**config.mk**
```make
export PLATFORM = sky130hd
export DESIGN_NAME = aux_hdr_framer
export DESIGN_NICKNAME = d
export VERILOG_FILES = /design/src/rtl/aux_hdr_framer.sv
export SDC_FILE = /design/constraint.sdc
export NUM_CORES = 1
export LEC_CHECK = 0
export CORE_ASPECT_RATIO = 0.75
export CORE_UTILIZATION = 55
export DETAILED_ROUTE_END_ITERATION = 6
export DONT_BUFFER_PORTS = 1
export PLACE_DENSITY = 0.71
export SLEW_MARGIN = 15
export SYNTH_ARGS = -nofsm -noshare
export SYNTH_HDL_FRONTEND = slang
export SYNTH_SLANG_ARGS = --single-unit
```
**constraint.sdc**
```tcl
create_clock -name clk -period 9.6 [get_ports clk]
set_input_delay 1.92 -clock clk [delete_from_list [all_inputs] [get_ports clk]]
set_output_delay 1.92 -clock clk [all_outputs]
set_load 0.005 [all_outputs]
```
**src/rtl/aux_hdr_framer.sv**
```systemverilog
module aux_hdr_framer #(
  parameter int MAX_LEN = 16,
  parameter int DLY_W   = 8
) (
  input  logic                   clk,
  input  logic                   rst_n,
  input  logic                   req_valid,
  output logic                   req_ready,
  input  logic [3:0]             req_cmd,
  input  logic [19:0]            req_addr,
  input  logic [$clog2(MAX_LEN+1)-1:0] req_len,
  input  logic                   req_write,
  input  logic                   req_i2c,
  input  logic [DLY_W-1:0]       req_dly,
  input  logic [MAX_LEN*8-1:0]   req_payload,
  input  logic                   done_in,
  output logic                   done_ack,
  output logic                   go,
  output logic [$clog2(MAX_LEN+5)-1:0] tx_count,
  output logic                   err,
  output logic                   out_valid,
  input  logic                   out_ready,
  output logic [7:0]             out_data
);
  localparam int LEN_W = $clog2(MAX_LEN+1);
  localparam int CNT_W = $clog2(MAX_LEN+5);

  typedef enum logic [2:0] {S_IDLE, S_ACK, S_WAIT, S_DLY, S_SEND} st_t;

  st_t              st;
  logic [3:0]       cmd_q;
  logic [19:0]      addr_q;
  logic [LEN_W-1:0] len_q;
  logic [DLY_W-1:0] cnt_q;
  logic [CNT_W-1:0] idx_q, tot_q;
  logic             err_q;
  logic [7:0]       pay_q [MAX_LEN];

  logic             accept, len_ok;
  logic [CNT_W-1:0] req_tot, hdr_q, pidx;
  logic [7:0]       pbyte;

  assign accept  = req_valid && st == S_IDLE;
  assign len_ok  = req_len <= LEN_W'(MAX_LEN);
  assign req_tot = ((req_len != '0) ? CNT_W'(4) : CNT_W'(3)) +
                   (req_write ? CNT_W'(req_len) : '0);
  assign hdr_q   = (len_q != '0) ? CNT_W'(4) : CNT_W'(3);
  assign pidx    = idx_q - hdr_q;

  assign req_ready = st == S_IDLE;
  assign done_ack  = st == S_ACK;
  assign go        = st == S_WAIT && !done_in;
  assign out_valid = st == S_SEND;
  assign tx_count  = tot_q;
  assign err       = err_q;

  always_ff @(posedge clk) begin
    if (!rst_n) begin
      st     <= S_IDLE;
      cmd_q  <= '0;
      addr_q <= '0;
      len_q  <= '0;
      cnt_q  <= '0;
      idx_q  <= '0;
      tot_q  <= '0;
      err_q  <= 1'b0;
    end else begin
      err_q <= 1'b0;
      case (st)
        S_IDLE: if (accept) begin
          if (!len_ok) err_q <= 1'b1;
          else begin
            cmd_q  <= req_cmd;
            addr_q <= req_i2c ? (req_addr >> 1) : req_addr;
            len_q  <= req_len;
            cnt_q  <= req_dly;
            idx_q  <= '0;
            tot_q  <= req_tot;
            st     <= S_ACK;
          end
        end
        S_ACK:  st <= S_WAIT;
        S_WAIT: if (!done_in) st <= (cnt_q == '0) ? S_SEND : S_DLY;
        S_DLY: begin
          cnt_q <= cnt_q - DLY_W'(1);
          if (cnt_q == DLY_W'(1)) st <= S_SEND;
        end
        S_SEND: if (out_ready) begin
          idx_q <= idx_q + CNT_W'(1);
          if (idx_q == tot_q - CNT_W'(1)) st <= S_IDLE;
        end
        default: st <= S_IDLE;
      endcase
    end
  end

  always_ff @(posedge clk) begin
    if (accept && len_ok)
      for (int i = 0; i < MAX_LEN; i++) pay_q[i] <= req_payload[8*i +: 8];
  end

  always_comb begin
    pbyte = 8'h00;
    for (int i = 0; i < MAX_LEN; i++)
      if (pidx == CNT_W'(i)) pbyte = pay_q[i];
  end

  always_comb begin
    if (idx_q == CNT_W'(0))      out_data = {cmd_q, addr_q[19:16]};
    else if (idx_q == CNT_W'(1)) out_data = addr_q[15:8];
    else if (idx_q == CNT_W'(2)) out_data = addr_q[7:0];
    else if (idx_q == CNT_W'(3) && len_q != '0) out_data = 8'(len_q) - 8'd1;
    else                         out_data = pbyte;
  end
endmodule

```
==> key figures, run 1 <==
Status
  • Status: complete, no violations

Floorplan
  • Die W: ~150 um
  • Initial core utilization: 0.566
  • Die height: 111 um
  • Boundary Pins: 190
  • DIE AREA: 16200 sq um
  • Rows: 39
  • Core area: 15300 sq um

STA
  • Slew Viols, Final: 0
  • Worst Skew: ~5.1 ps
  • Hold violation count in the final report: 0
  • Total negative slack: 0 ps
  • Slew @ Worst Pin: 1010 ps
  • Minimum clock period: approximately 6900 ps
  • Rel. slew slack: 0.327
  • RSZ-0062 raised after global routing: no
  • Count of final setup violators: 0
  • Final period utilization: 0.722
  • Fmax achieved: around 0.14 GHz

Worst setup path
  • Bufs and invs on worst path: 4
  • Cell family with most CP delay: simple AND/OR/NAND/NOR gates
  • Critical Path Start Type: flip-flop
  • CP required: between 7000 and 8000 ps
  • CP arrival: approximately 5000 ps
  • CP dominant cell by count: inv_1
  • CP Cell Sequence: inv_1, ha_1, or4b_4, inv_1, ha_1, inv_1, fa_2, buf_4, nand2b_1, nor4_1, mux2i_1, o22a_1, o2111ai_1, o21ai_0, a31oi_1
  • CP max FO: 48
  • Worst path slowest cell: buf_4
  • Slowest stage delay, CP: about 550 ps
  • Crit. End Element: output pin
  • Critical setup path kind: reg -> out

CTS
  • Clock Sink Count: about 180
  • CTS Buf Count: 17
  • Clk Latency, worst-skew pair: 430 ps
  • Clock Path Buffers: 2
  • Post_cts resized: 0
  • Root buffer cell: clkbuf_16
  • Clk slew on worst S/H paths: approximately 70 ps
  • Cts hold-fix bufs: 0
  • CTS tree: yes
  • H-tree depth: 4
  • Setup bufs post-CTS: 0

Yosys
  • Mapped cell area: 8650 sq um
  • Syn avg cell area: roughly 11 sq um
  • Number of flops mapped to enable cells by yosys: between 100 and 150
  • Unique masters post-synth: between 80 and 90
  • Area leader, netlist: edfxtp_1
  • Most frequently used flop master after synthesis: edfxtp_1
  • Ranking of synthesized cells by area: edfxtp_1 (44%), dfxtp_1 (12%), mux2i_1 (4.1%), nand2_1 (3.2%), nor2_1 (2.9%)
  • Post-Syn Instances: ~750
  • Syn_nets: 942
  • Register area share after synthesis: 0.563
  • Yosys reg bits: between 150 and 200
  • Syn. warnings: 0
  • Asr flop ratio synth: 0
  • Yosys top cell area share: 0.445

Global route
  • Initial antenna violation count: 3
  • Met3 Resource Use GR: 0.100
  • GR Layer Usage met2: 0.419
  • GRT Total Usage: 0.280
  • Vias in the first global route: roughly 6000
  • Pin count of the biggest net entering global routing: 108
  • Total gr overflow: 0
  • Wire length of the first global-routing pass: 34.1 mm
  • GRT met1 Usage: 0.379
  • GRT busiest layer: met2

Power
  • Pwr dens: 284 nW/um^2
  • Switch share: 0.372
  • Gate power share: 0.351
  • P_int: 0.00167 W
  • VDD IR max: 0.188 mV
  • Total Power: around 0.0027 W
  • Psw: roughly 0.00099 W
  • Clock network fraction of total power: 0.254
  • Part of the power in registers: 0.394
  • Leakage: approximately 3.1 nW

Place
  • Dpl cell area: about 8700 sq um
  • GP Congestion: 0.923
  • Cell Count Post-Placement: 919
  • Post-DP HPWL: 15.8 mm
  • IO buf count: 0

Flow run
  • Max-Cap Viols: 0

Drt
  • Vias per inst: between 6 and 7
  • Via count: between 6000 and 7000
  • DR DRC count: 0
  • Routed Antenna Nets: 0
  • Wire per inst: roughly 24 um
  • Drt total wl: around 22 mm
  • Starting DRT DRC Count: 651
  • 1st-pass router iterations: 5

Worst hold path
  • Hold Crit Class: reg -> reg

Layout
  • Final Instance Area: 9330 sq um
  • Final Non-Filler Cells: roughly 950
  • Nets: 923
  • Layout area overhead: 7.93%
  • Final core utilization: 0.611
  • Fraction of layout cells with a size suffix above 1: 0.0938
power groups by stage:
stage | clock (W) | sequential (W) | combinational, W
after floorplan | 0 | 0.00104 | 0.000721
after global placement | 0 | 0.00105 | 0.000895
after detailed placement | 0 | 0.00106 | 0.000914
after CTS | 0.000686 | 0.00104 | 0.000919
after global routing | 0.000714 | 0.00106 | 0.00101
final | 0.000675 | 0.00105 | 0.000932
cells in the final DEF, fill, tap and decap left out, types with 14 or more instances in the layout:
cell type,netlist,routed
nor2_1,67,67
o21ai_0,26,26
inv_1,17,17
nor3_1,17,17
edfxtp_1,128,128
a211oi_1,26,26
clkbuf_16,0,17
nand3_1,18,18
a31oi_1,14,14
dfxtp_1,51,51
nand2_1,74,74
ha_1,16,16
mux2i_1,35,35
a21oi_1,49,49
stage by stage:
stage / setup WS, ps / hold WS, ps
final: 2670 / 462
after global routing: 2330 / 491
after global placement: 3420 / 449
after floorplan: 2630 / 432
after detailed placement: 3150 / 456
after CTS: 2680 / 465
cell families (layout without fill, tap and decap cells):
logic type,Yosys count,in the layout,synth area share
simple gates,233,233,0.130
mux,50,50,0.0718
buf+inv,63,57,0.0313
flops,179,179,0.563
compound gates,192,192,0.159
xor+xnor,17,17,0.0172
fa+ha+maj,18,18,0.0278
other cells,0,2,0
synth_stat cells (3+ instances only):
cell,number
o22a_1,4
buf_2,9
o22ai_1,9
o31ai_1,5
a21oi_1,49
and3_1,6
o21ai_0,26
nor3b_1,3
o32ai_1,3
a221oi_1,5
mux2i_1,35
nand3b_1,4
o221ai_1,7
nor2_1,67
dfxtp_1,51
a211oi_1,26
buf_1,8
mux4_2,9
xor2_1,8
nand2b_1,9
clkbuf_1,21
nand3_1,18
a22oi_1,5
nor4_1,6
nor2b_1,3
xnor2_1,9
o2111ai_1,4
nand4_1,3
and2_1,5
nand2_1,74
a21o_1,4
edfxtp_1,128
ha_1,16
mux2_2,6
a31oi_1,14
inv_1,17
nor3_1,17
worst min-delay path, stage by stage (launching register included):
cell and delay, ps:
dfxtp_1 310, nand2_1 50, a21oi_1 50
sequential cells by signal, summed over array words and instances, names as in the netlist:
register,cells
cnt_q,8
err,1
addr_q,20
idx_q,5
st,3
tx_count,5
pay_q,128
cmd_q,4
len_q,5
routing by layer:
layer | share of wire | wire length [um]
met3 | 0.11 | 2530
met5 | 0 | 0
met4 | 0.022 | 483
met2 | 0.45 | 10100
met1 | 0.41 | 9290
path summary, 6_finish.rpt:
check,from,endpoint,slack (ps),cells after the start
setup / recovery,len_q[0]$_SDFFE_PN0P_,out_data[1],2670,15
hold / removal,addr_q[19]$_SDFFE_PN0P_,addr_q[19]$_SDFFE_PN0P_,460,2
hold reg to reg,addr_q[19]$_SDFFE_PN0P_,addr_q[19]$_SDFFE_PN0P_,460,2
setup reg to reg,st[2]$_SDFFE_PN0P_,pay_q[0][35]$_DFFE_PP_,6470,5
final cells by class:
class,count,area [sq um]
Tap cell,205,256
Inverter,21,83.8
Multi-Input combinational cell,510,3510
Timing Repair Buffer,4,30.0
Clock inverter,15,153
Fill cell,1223,5940
Clock buffer,17,425
Antenna cell,2,5.00
Sequential cell,179,4860
Note: power is estimated with default switching activity, not from simulation.
==> inputs of run 2 (changes only) <==
- ABC_AREA: unset -> 1
- PLACE_DENSITY: 0.71 -> 0.74
- clock period: 9.6 -> 5.8 ns (I/O delays scaled with it)
==> run 2 against run 1 <==
  * Wire length fell by 17%
  * Via count decreased by 6.5%
  * Register-to-register slack lost 3400 ps
  * Global-route usage shrank 3.1 points
  * Highest routed layer unchanged
  * Critical endpoint is now out_data[4]
  * Area after synthesis fell by 6.0%
  * Largest power group unchanged
  * Clock power rose by 66%
  * Sequential share of layout area up 2.3 points
  * Design area fell by 4.3%
  * Non-clock buffer count fell by 1
  * Count of clock-buffer cells in the layout unchanged
  * Critical path depth rose by 9
  * Flip-flop and latch count is the same
==> key figures, run 2 <==
Floorplan
  • Rows: 38
  • Die W: between 100 and 150 um
  • Core area: approximately 14000 sq um
  • Initial core utilization: 0.562
  • Boundary Pins: 190
  • DIE AREA: between 15000 and 20000 sq um
  • Die height: between 100 and 150 um

Yosys
  • Number of flops mapped to enable cells by yosys: approximately 130
  • Most frequent cell after synthesis: nand2_1
  • Register area share after synthesis: 0.599
  • Largest family of logic cells by synthesized area: simple AND/OR/NAND/NOR gates
  • Mapped cell area: between 8000 and 9000 sq um
  • Area leader, netlist: edfxtp_1
  • Most frequent cells after synthesis: nand2_1 (219), edfxtp_1 (128), nor2_1 (84), inv_1 (82), dfxtp_1 (51)
  • Post-Synth Adder-Cell Area: 0.0296
  • Ranking of synthesized cells by area: edfxtp_1 (47%), dfxtp_1 (13%), nand2_1 (10%), nor2_1 (3.9%), inv_1 (3.8%)
  • Most frequently used flop master after synthesis: edfxtp_1
  • Post-Synth XOR/XNOR Area: 0.0129
  • Mux share of post-synthesis cell area: 0
  • Unique masters post-synth: 39
  • Post-Syn Instances: 856
  • Synth Area in Simple Gates: 0.217
  • Yosys reg bits: 179
  • Syn. warnings: 0
  • Syn avg cell area: ~9.5 sq um
  • Syn_nets: 1046
  • Synth Area in Compound Gates: 0.0908
  • Asr flop ratio synth: 0
  • Yosys top cell area share: 0.473

Power
  • Switch share: 0.346
  • Part of the power in registers: 0.453
  • Pwr dens: between 400 and 500 nW/um^2
  • VDD IR max: 0.231 mV
  • P_int: 0.00249 W
  • Psw: 0.00132 W
  • Gate power share: 0.252
  • Clock network fraction of total power: 0.295
  • Leakage: ~3.5 nW

CTS
  • Clk slew on worst S/H paths: 70 ps
  • Clock Sink Count: about 180
  • Post_cts resized: 0
  • Cts hold-fix bufs: 0
  • Setup bufs post-CTS: 0
  • CTS tree: yes
  • Clk Latency, worst-skew pair: about 440 ps
  • Clock Path Buffers: 2
  • Root buffer cell: clkbuf_16
  • H-tree depth: 4
  • CTS Buf Count: 17

Layout
  • Filler cells: 1230
  • Commonest non-fill, non-tap cell in the layout: nand2_1
  • Largest Register: pay_q
  • Top Registers: pay_q: 128 flops, addr_q: 20 flops, cnt_q: 8 flops
  • Number of flip-flops in the largest register: 128
  • Layout area overhead: 9.93%
  • Multi-input combinational cell area: 2860 sq um
  • FF/Latch Area: 4860 sq um
  • Fraction of layout cells with a size suffix above 1: 0.0781
  • Nets: about 1000
  • Most frequent cells in the layout: nand2_1 (219), edfxtp_1 (128), nor2_1 (84), inv_1 (82), dfxtp_1 (51)

Drt
  • Routed Antenna Nets: 0
  • 1st-pass router iterations: 5
  • Vias per inst: approximately 5.4
  • Wire per inst: 17.3 um
  • DR DRC count: 0
  • Starting DRT DRC Count: approximately 550
  • Via count: between 5000 and 6000
  • Drt total wl: roughly 19 mm

STA
  • Count of final setup violators: 0
  • Fmax achieved: roughly 0.19 GHz
  • Worst Skew: about 12 ps
  • Rel. slew slack: 0.478
  • RSZ-0062 raised after global routing: no
  • WHS: 478 ps
  • Final period utilization: 0.916
  • Minimum clock period: roughly 5300 ps
  • Total negative slack: 0 ps
  • Slew Viols, Final: 0
  • Slew @ Worst Pin: just under 800 ps
  • Hold violation count in the final report: 0

Worst setup path
  • Crit. End Element: output pin
  • CP required: about 4600 ps
  • CP max FO: 8
  • Critical setup path kind: reg -> out
  • CP arrival: 4150 ps
  • Critical Path Start Type: flip-flop

Status
  • Status: complete, no violations

Global route
  • GRT Total Usage: 0.250
  • Total gr overflow: 0
  • Pin count of the biggest net entering global routing: about 110
  • Vias in the first global route: 5500
  • Wire length of the first global-routing pass: between 20 and 30 mm
  • Initial antenna violation count: 0

Worst hold path
  • Hold Crit Class: reg -> reg

Place
  • IO buf count: 0
  • GP Congestion: approximately 0.81
  • Post-DP HPWL: about 13 mm

Flow run
  • Max-Cap Viols: 0
[run 2: cell families after synthesis]
| group | Yosys count |
|---|---|
| simple gates | 403 |
| flops | 179 |
| compound gates | 136 |
| buf+inv | 108 |
| fa+ha+maj | 18 |
| xor+xnor | 12 |
[run 2: final cells by class]
class | instances | area share
repair buffers | 3 | 0.00392
diodes | 2 | 0.000560
inverters | 88 | 0.0370
clock buffers | 17 | 0.0476
multi-input cells | 569 | 0.320
flip-flops and latches | 179 | 0.545
well taps | 200 | 0.0280
clock inverters | 15 | 0.0183
[run 2: final timing paths]
check,end,slack [ps],cells after the start,startpoint
setup / recovery,out_data[4],490,24,len_q[0]$_SDFFE_PN0P_
hold / removal,addr_q[19]$_SDFFE_PN0P_,480,2,addr_q[19]$_SDFFE_PN0P_
setup reg to reg,cnt_q[5]$_SDFFE_PN0P_,3030,10,st[2]$_SDFFE_PN0P_
hold reg to reg,addr_q[19]$_SDFFE_PN0P_,480,2,addr_q[19]$_SDFFE_PN0P_
[run 2: per-layer routing]
metal | GRT usage | vias to the layer above | part of all wire
met1 | 0.351 | 2687 | 0.47
met3 | 0.0810 | 28 | 0.082
met2 | 0.361 | 208 | 0.43
li1 | - | 2914 | -
met4 | 0.0899 | 0 | 0.015
met5 | 0 | - | 0
[run 2: power by group through the flow]
stage | Clock (W) | Combinational, W | Sequential (W)
final | 0.00112 | 0.000961 | 0.00173
after global routing | 0.00119 | 0.00110 | 0.00175
after CTS | 0.00114 | 0.000962 | 0.00172
after detailed placement | 0 | 0.000952 | 0.00175
after global placement | 0 | 0.000936 | 0.00175
after floorplan | 0 | 0.000750 | 0.00173
[run 2: critical path, cell delays in order, from the launching register on]
cell	delay [ps]
dfxtp_1	310
inv_1	110
ha_1	170
nand3_1	160
inv_1	150
ha_1	170
inv_1	60
fa_1	400
xnor2_1	450
inv_2	80
nor2_1	150
inv_2	80
nor2_1	510
nand2_1	140
nand4_1	150
nand2_1	70
nand3_1	70
nand2_1	60
nand2_1	60
nand2_1	50
nand2_1	50
nand2_1	40
nand2_1	70
nand2_1	100
nand2_1	90
[run 2: per-stage QoR]
step	util	instances	area [sq um]	total power [W]	setup slack (ps)
global placement	0.577	1039	8330	0.00268	1090
finish	0.618	1073	8930	0.00381	487
CTS	0.617	1071	8920	0.00383	450
detailed placement	0.577	1039	8330	0.00270	1020
global route	0.618	1071	8930	0.00403	7.25
floorplan	-	856	8130	0.00248	1710
